--- config.mk ---
export PLATFORM = sky130hd
export DESIGN_NAME = ftf_fifo
export DESIGN_NICKNAME = d
export VERILOG_FILES = /design/src/rtl/ftf_pkg.sv /design/src/rtl/ftf_edge.sv /design/src/rtl/ftf_store.sv /design/src/rtl/ftf_fifo.sv
export SDC_FILE = /design/constraint.sdc
export NUM_CORES = 1
export LEC_CHECK = 0
export ABC_AREA = 0
export BUFFER_PORTS_ARGS = -buffer_cell sky130_fd_sc_hd__buf_2
export CORE_ASPECT_RATIO = 1.5
export CORE_MARGIN = 2
export CORE_UTILIZATION = 50
export CTS_BUF_LIST = sky130_fd_sc_hd__clkbuf_2
export DETAILED_ROUTE_END_ITERATION = 12
export GPL_TIMING_DRIVEN = 0
export PLACE_DENSITY_LB_ADDON = 0.05
export SLEW_MARGIN = 20
export SYNTH_ARGS = -nofsm -noshare
export SYNTH_HDL_FRONTEND = slang
export SYNTH_HIERARCHICAL = 1
export SYNTH_SLANG_ARGS = --single-unit
export TNS_END_PERCENT = 5
--- constraint.sdc ---
create_clock -name clk -period 6 [get_ports clk]
set_clock_uncertainty 0.05 [all_clocks]
set_input_delay 1.2 -clock clk [delete_from_list [all_inputs] [get_ports clk]]
set_output_delay 1.2 -clock clk [all_outputs]
set_load 0.01 [all_outputs]
--- src/rtl/ftf_pkg.sv ---
package ftf_pkg;

    // Transfer decoded in one clock cycle: {push, pop}
    typedef enum logic [1:0] {
        OP_IDLE = 2'b00,
        OP_POP  = 2'b01,
        OP_PUSH = 2'b10,
        OP_BOTH = 2'b11
    } ftf_op_e;

endpackage

--- src/rtl/ftf_edge.sv ---
// Rising-edge detector for a synchronously sampled strobe.
module ftf_edge (
    input  logic clk,
    input  logic mrst,
    input  logic lvl,
    output logic rise
);
    logic prev_d, prev_q;

    always_comb begin
        prev_d = mrst ? 1'b0 : lvl;
    end

    always_ff @(posedge clk) begin
        prev_q <= prev_d;
    end

    assign rise = lvl & ~prev_q;
endmodule

--- src/rtl/ftf_store.sv ---
// Word storage: one synchronous write port, one combinational read port.
module ftf_store #(
    parameter int WIDTH = 4,
    parameter int DEPTH = 16,
    parameter int AW    = 4
) (
    input  logic             clk,
    input  logic             we,
    input  logic [AW-1:0]    waddr,
    input  logic [WIDTH-1:0] wdata,
    input  logic [AW-1:0]    raddr,
    output logic [WIDTH-1:0] rdata
);
    logic [WIDTH-1:0] mem [DEPTH];

    always_ff @(posedge clk) begin
        if (we) begin
            mem[waddr] <= wdata;
        end
    end

    assign rdata = mem[raddr];
endmodule

--- src/rtl/ftf_fifo.sv ---
module ftf_fifo #(
    parameter int WIDTH = 4,
    parameter int DEPTH = 16
) (
    input  logic             clk,
    input  logic             mrst,
    input  logic             shift_in,
    input  logic             shift_out,
    input  logic [WIDTH-1:0] din,
    output logic [WIDTH-1:0] dout,
    output logic             in_ready,
    output logic             out_ready,
    output logic             ovf_err,
    output logic             udf_err
);
    import ftf_pkg::*;

    localparam int AW = (DEPTH > 1) ? $clog2(DEPTH) : 1;
    localparam int CW = $clog2(DEPTH + 1);
    localparam logic [CW-1:0] FULL_LVL = CW'(DEPTH);
    localparam logic [AW-1:0] LAST_PTR = AW'(DEPTH - 1);

    typedef struct packed {
        logic [CW-1:0]    level;
        logic [AW-1:0]    wptr;
        logic [AW-1:0]    rptr;
        logic [WIDTH-1:0] data;
        logic             iready;
        logic             oready;
        logic             si_hold;
        logic             so_hold;
        logic             ovf;
        logic             udf;
    } state_t;

    function automatic logic [AW-1:0] ptr_step(input logic [AW-1:0] p);
        return (p == LAST_PTR) ? '0 : p + 1'b1;
    endfunction

    state_t st_d, st_q;

    logic             si_rise, so_rise;
    logic             si_eff, so_eff;
    logic             do_push, do_pop;
    logic [AW-1:0]    rptr_nxt;
    logic [WIDTH-1:0] head_word;
    logic [CW-1:0]    fill_level;
    ftf_op_e          op;

    ftf_edge u_si_edge (.clk(clk), .mrst(mrst), .lvl(shift_in),  .rise(si_rise));
    ftf_edge u_so_edge (.clk(clk), .mrst(mrst), .lvl(shift_out), .rise(so_rise));

    // Transfer decode: a strobe stays pending while held high
    always_comb begin
        si_eff   = shift_in  & (si_rise | st_q.si_hold);
        so_eff   = shift_out & (so_rise | st_q.so_hold);
        do_push  = si_eff & (st_q.level != FULL_LVL);
        do_pop   = so_eff & st_q.oready;
        rptr_nxt = do_pop ? ptr_step(st_q.rptr) : st_q.rptr;
        op       = ftf_op_e'({do_push, do_pop});
    end

    ftf_store #(.WIDTH(WIDTH), .DEPTH(DEPTH), .AW(AW)) u_store (
        .clk   (clk),
        .we    (do_push),
        .waddr (st_q.wptr),
        .wdata (din),
        .raddr (rptr_nxt),
        .rdata (head_word)
    );

    // Next-state computation
    always_comb begin
        st_d = st_q;
        unique case (op)
            OP_PUSH: begin
                st_d.level = st_q.level + 1'b1;
                st_d.wptr  = ptr_step(st_q.wptr);
            end
            OP_POP: begin
                st_d.level = st_q.level - 1'b1;
            end
            OP_BOTH: begin
                st_d.wptr  = ptr_step(st_q.wptr);
            end
            default: ;
        endcase
        st_d.rptr    = rptr_nxt;
        st_d.si_hold = si_eff & ~do_push;
        st_d.so_hold = so_eff & ~do_pop;
        st_d.ovf     = si_rise & (st_q.level == FULL_LVL);
        st_d.udf     = so_rise & (st_q.level == '0);
        st_d.iready  = do_push ? 1'b0 : (st_d.level != FULL_LVL);
        st_d.oready  = do_pop  ? 1'b0 : (st_d.level != '0);
        // Output stage looks ahead to the head after this edge
        if (st_d.level != '0) begin
            st_d.data = (do_push && (rptr_nxt == st_q.wptr)) ? din : head_word;
        end
        if (mrst) begin
            st_d        = '0;
            st_d.iready = 1'b1;
        end
    end

    always_ff @(posedge clk) begin
        st_q <= st_d;
    end

    assign dout       = st_q.data;
    assign in_ready   = st_q.iready;
    assign out_ready  = st_q.oready;
    assign ovf_err    = st_q.ovf;
    assign udf_err    = st_q.udf;
    assign fill_level = st_q.level;
endmodule

==> flow_summary.json <==
{
  "fin_crit_sh": 0.641,
  "r2r_setup_slack_ns": 2.61,
  "crit_family": "compound AO/OA/AOI/OAI gates",
  "grt.total_usage": 0.194,
  "routed_wirelength_um": 7950,
  "viasPerCell": 5.68,
  "cts.clk_slew.worst_paths_ns": 0.24,
  "first_global_vias": 2518,
  "antenna_left": 0,
  "first_iter_violations": 176,
  "worstPathRequired_ns": 6.44,
  "cp_slowest_cell": "sky130_fd_sc_hd__o211ai_1",
  "rsz0062_at_grt": "false",
  "tightest_slew_ns": 0.659,
  "synth.net_count": 318,
  "fmax_ghz": 0.260,
  "status": "completed",
  "die_y_um": 115,
  "core_region_area_um2": 8010,
  "synth-seq-cells": 89,
  "gp_congestion": 0.801,
  "cts_made_buffers": 9,
  "ys.warnings.count": 6,
  "detailroute.via_count": 2517,
  "final_cells": 443,
  "cts_resized": 0,
  "synth.lib_cells_used.distinct": 55,
  "worstSetupPathType": "in2reg",
  "crit_path_max_incr_delay_ns": 0.53,
  "routed-wl-met2_um": 4550,
  "critical_path.cell_chain": "buf_2 -> nor2b_4 -> o211ai_1 -> nand2_1 -> nand2_1 -> clkbuf_1 -> buf_2 -> mux4_2 -> a22oi_1 -> nand3_1 -> nor2b_1 -> o21ai_0 -> o211ai_1 -> a31oi_1 -> a31oi_1",
  "timing.final.crit_period_ns": 3.85,
  "synth_area_um2": 4120,
  "path_buf_inv": 3,
  "post_route_cells_drive_above_1_share": 0.166,
  "start_kind": "input port",
  "total_length_of_routed_met3_wires_um": 176,
  "placementRows": 40,
  "ys_async_sr_fraction": 0,
  "topRoutingLayerUsed": "met4",
  "power_per_cell_area_nw_per_um2": 272,
  "fillCellCount": 671,
  "critical_path.max_fanout": 10,
  "boundaryPins": 16,
  "first_pass_grt_wire_length_um": 12800,
  "die_area_um2": 9000,
  "power.ir.vdd_worst_mv": 0.254,
  "layout_net_count": 344,
  "die_x_um": 78.1,
  "worst_hold_path_type": "reg2reg",
  "grt_max_degree": 19,
  "clock_tree_from_tritoncts": "done",
  "drtPass1Iterations": 4,
  "critical_path.endpoint_type": "flip-flop",
  "diodes": 0,
  "grt_antenna_before_repair": 0,
  "hold_buffers": 0,
  "share_of_synthesized_area_occupied_by_flip_flops_and_latches": 0.588,
  "maxCapViolations": 0,
  "areaGrowthSynthToFinish_pct": 8.95,
  "slew_violations": 0,
  "worst_skew_pair.late_latency_ns": 0.56,
  "totalNegativeSetupSlack_ns": 0,
  "synth_cells": 307,
  "m1WireLength_um": 3070,
  "synth.avg_cell_area_um2": 13.4,
  "globalRoute.totalOverflow": 0,
  "synth_enable_flop_cells": 64,
  "yosys_most_used_dff": "sky130_fd_sc_hd__edfxtp_1",
  "dr_drc_count": 0,
  "timing.final.setup_violations": 0,
  "hold_viol": 0,
  "port_buffers": 15,
  "power.static_leakage_nw": 1.54,
  "post-place-cells": 427,
  "clock_path_buffers": 2,
  "routedWlPerCell_um": 17.9,
  "post-cts-setup-buffers": 0,
  "relative_slew_slack": 0.557,
  "initial_utilization": 0.515,
  "place_hpwl_um": 5690,
  "h_tree_depth": 3,
  "clk_root_buffer_cell": "sky130_fd_sc_hd__clkbuf_2",
  "critical_path_arrival_ns": 4.28,
  "cts_num_sinks": 89
}
==> cell usage in the layout, fill, tap and decap left out, drive strengths merged, types with 4 or more instances in the layout <==
| master | instances |
|---|---|
| xnor2 | 4 |
| nand3 | 12 |
| nor2 | 25 |
| a21oi | 7 |
| and3 | 4 |
| nor2b | 9 |
| edfxtp | 64 |
| o211ai | 4 |
| o41ai | 5 |
| and2 | 6 |
| buf | 25 |
| xor2 | 5 |
| or3 | 4 |
| nor3 | 14 |
| mux2i | 5 |
| a22oi | 4 |
| a31oi | 9 |
| clkbuf | 14 |
| nand2 | 29 |
| mux4 | 16 |
| o21ai | 8 |
| dfxtp | 25 |
| inv | 5 |
==> metrics by stage <==
stage / setup WS [ns] / total power [W] / cell area (µm²) / hold WS [ns] / utilization
2_1_floorplan: 2.32 / 0.000803 / 4120 / 0.415 / -
3_3_place_gp: 1.49 / 0.000846 / 4330 / 0.457 / 0.541
3_5_place_dp: 1.45 / 0.000847 / 4330 / 0.465 / 0.541
4_1_cts: 2.11 / 0.00123 / 4490 / 0.502 / 0.561
5_1_grt: 1.82 / 0.00127 / 4490 / 0.560 / 0.561
6_report: 2.15 / 0.00122 / 4490 / 0.489 / 0.561
==> sequential cells by signal, summed over array words and instances, names as in the netlist <==
name              cells
out_ready             1
dout                  4
u_store/mem          64
ovf_err               1
fill_level            5
udf_err               1
u_so_edge/prev_q      1
u_si_edge/prev_q      1
st_q                 10
in_ready              1
==> area by class of cell <==
type / instances / area, µm² / share of cell area
Tap cell: 105 / 131 / 0.0292
Clock inverter: 7 / 118 / 0.0262
Clock buffer: 9 / 45.0 / 0.0100
Sequential cell: 89 / 2420 / 0.539
Buffer: 15 / 106 / 0.0237
Timing Repair Buffer: 15 / 75.1 / 0.0167
Inverter: 4 / 15.0 / 0.00334
Multi-Input combinational cell: 199 / 1580 / 0.352
==> report_power, final <==
part / total (W) / switching (W) / internal [W]
sequential: 0.000687 / 0.0000130 / 0.000674
clock: 0.000389 / 0.000210 / 0.000179
combinational: 0.000144 / 0.0000747 / 0.0000695
total: 0.00122 / 0.000298 / 0.000922
==> kinds of logic after synthesis <==
group / Yosys count / share of synthesized area
AO/OA/AOI/OAI: 49 / 0.0868
XOR/XNOR: 10 / 0.0249
flip-flops: 89 / 0.588
AND/OR/NAND/NOR: 116 / 0.150
buffers and inverters: 19 / 0.0294
adder cells (fa/ha/maj): 3 / 0.00911
multiplexers: 21 / 0.112
==> path summary, 6_finish.rpt <==
kind                          startpoint                    to  cells after the start
max reg2reg  u_so_edge/prev_q$_SDFF_PP0_  dout[2]$_SDFFE_PP0P_                     14
min reg2reg     fill_level[4]$_SDFF_PP0_    st_q[3]$_SDFF_PP0_                      2
min             fill_level[4]$_SDFF_PP0_    st_q[3]$_SDFF_PP0_                      2
max                            shift_out  dout[2]$_SDFFE_PP0P_                     15
==> layer usage <==
| layer | vias to the layer above | GRT usage |
|---|---|---|
| li1 | 1248 | - |
| met5 | - | 0 |
| met3 | 11 | 0.0330 |
| met1 | 1224 | 0.210 |
| met2 | 34 | 0.370 |
| met4 | 0 | 0.0807 |
==> synth_stat cells, drive strengths merged, types with 2 or more instances <==
| master | n | area (µm²) |
|---|---|---|
| nand2 | 29 | 109 |
| inv | 4 | 15.0 |
| nor3 | 14 | 70.1 |
| nand4 | 3 | 18.8 |
| a21oi | 7 | 35.0 |
| xor2 | 5 | 43.8 |
| a311oi | 2 | 17.5 |
| a31o | 2 | 17.5 |
| o21ai | 8 | 40.0 |
| dfxtp | 25 | 500 |
| ha | 3 | 37.5 |
| nor2 | 25 | 96.4 |
| mux4 | 16 | 413 |
| buf | 10 | 87.6 |
| and3 | 4 | 26.3 |
| o211ai | 4 | 30.0 |
| nand3 | 12 | 60.1 |
| a22oi | 4 | 30.0 |
| edfxtp | 64 | 1920 |
| nor2b | 9 | 86.3 |
| nand3b | 2 | 15.0 |
| mux2i | 5 | 50.1 |
| xnor2 | 4 | 35.0 |
| o41ai | 5 | 43.8 |
| a31oi | 9 | 56.3 |
| clkbuf | 5 | 18.8 |
| nand2b | 3 | 18.8 |
| or3 | 4 | 30.0 |
| and2 | 6 | 38.8 |
==> worst reg2reg max path: stages (launching register included) <==
cell and delay, ns:
sky130_fd_sc_hd__dfxtp_1 0.41, sky130_fd_sc_hd__nor2b_4 0.07, sky130_fd_sc_hd__o211ai_1 0.53, sky130_fd_sc_hd__nand2_1 0.15, sky130_fd_sc_hd__nand2_1 0.09, sky130_fd_sc_hd__clkbuf_1 0.28, sky130_fd_sc_hd__buf_2 0.33, sky130_fd_sc_hd__mux4_2 0.36
sky130_fd_sc_hd__a22oi_1 0.23, sky130_fd_sc_hd__nand3_1 0.18, sky130_fd_sc_hd__nor2b_1 0.16, sky130_fd_sc_hd__o21ai_0 0.10, sky130_fd_sc_hd__o211ai_1 0.11, sky130_fd_sc_hd__a31oi_1 0.16, sky130_fd_sc_hd__a31oi_1 0.09
Power figures use the tool's default switching activity.
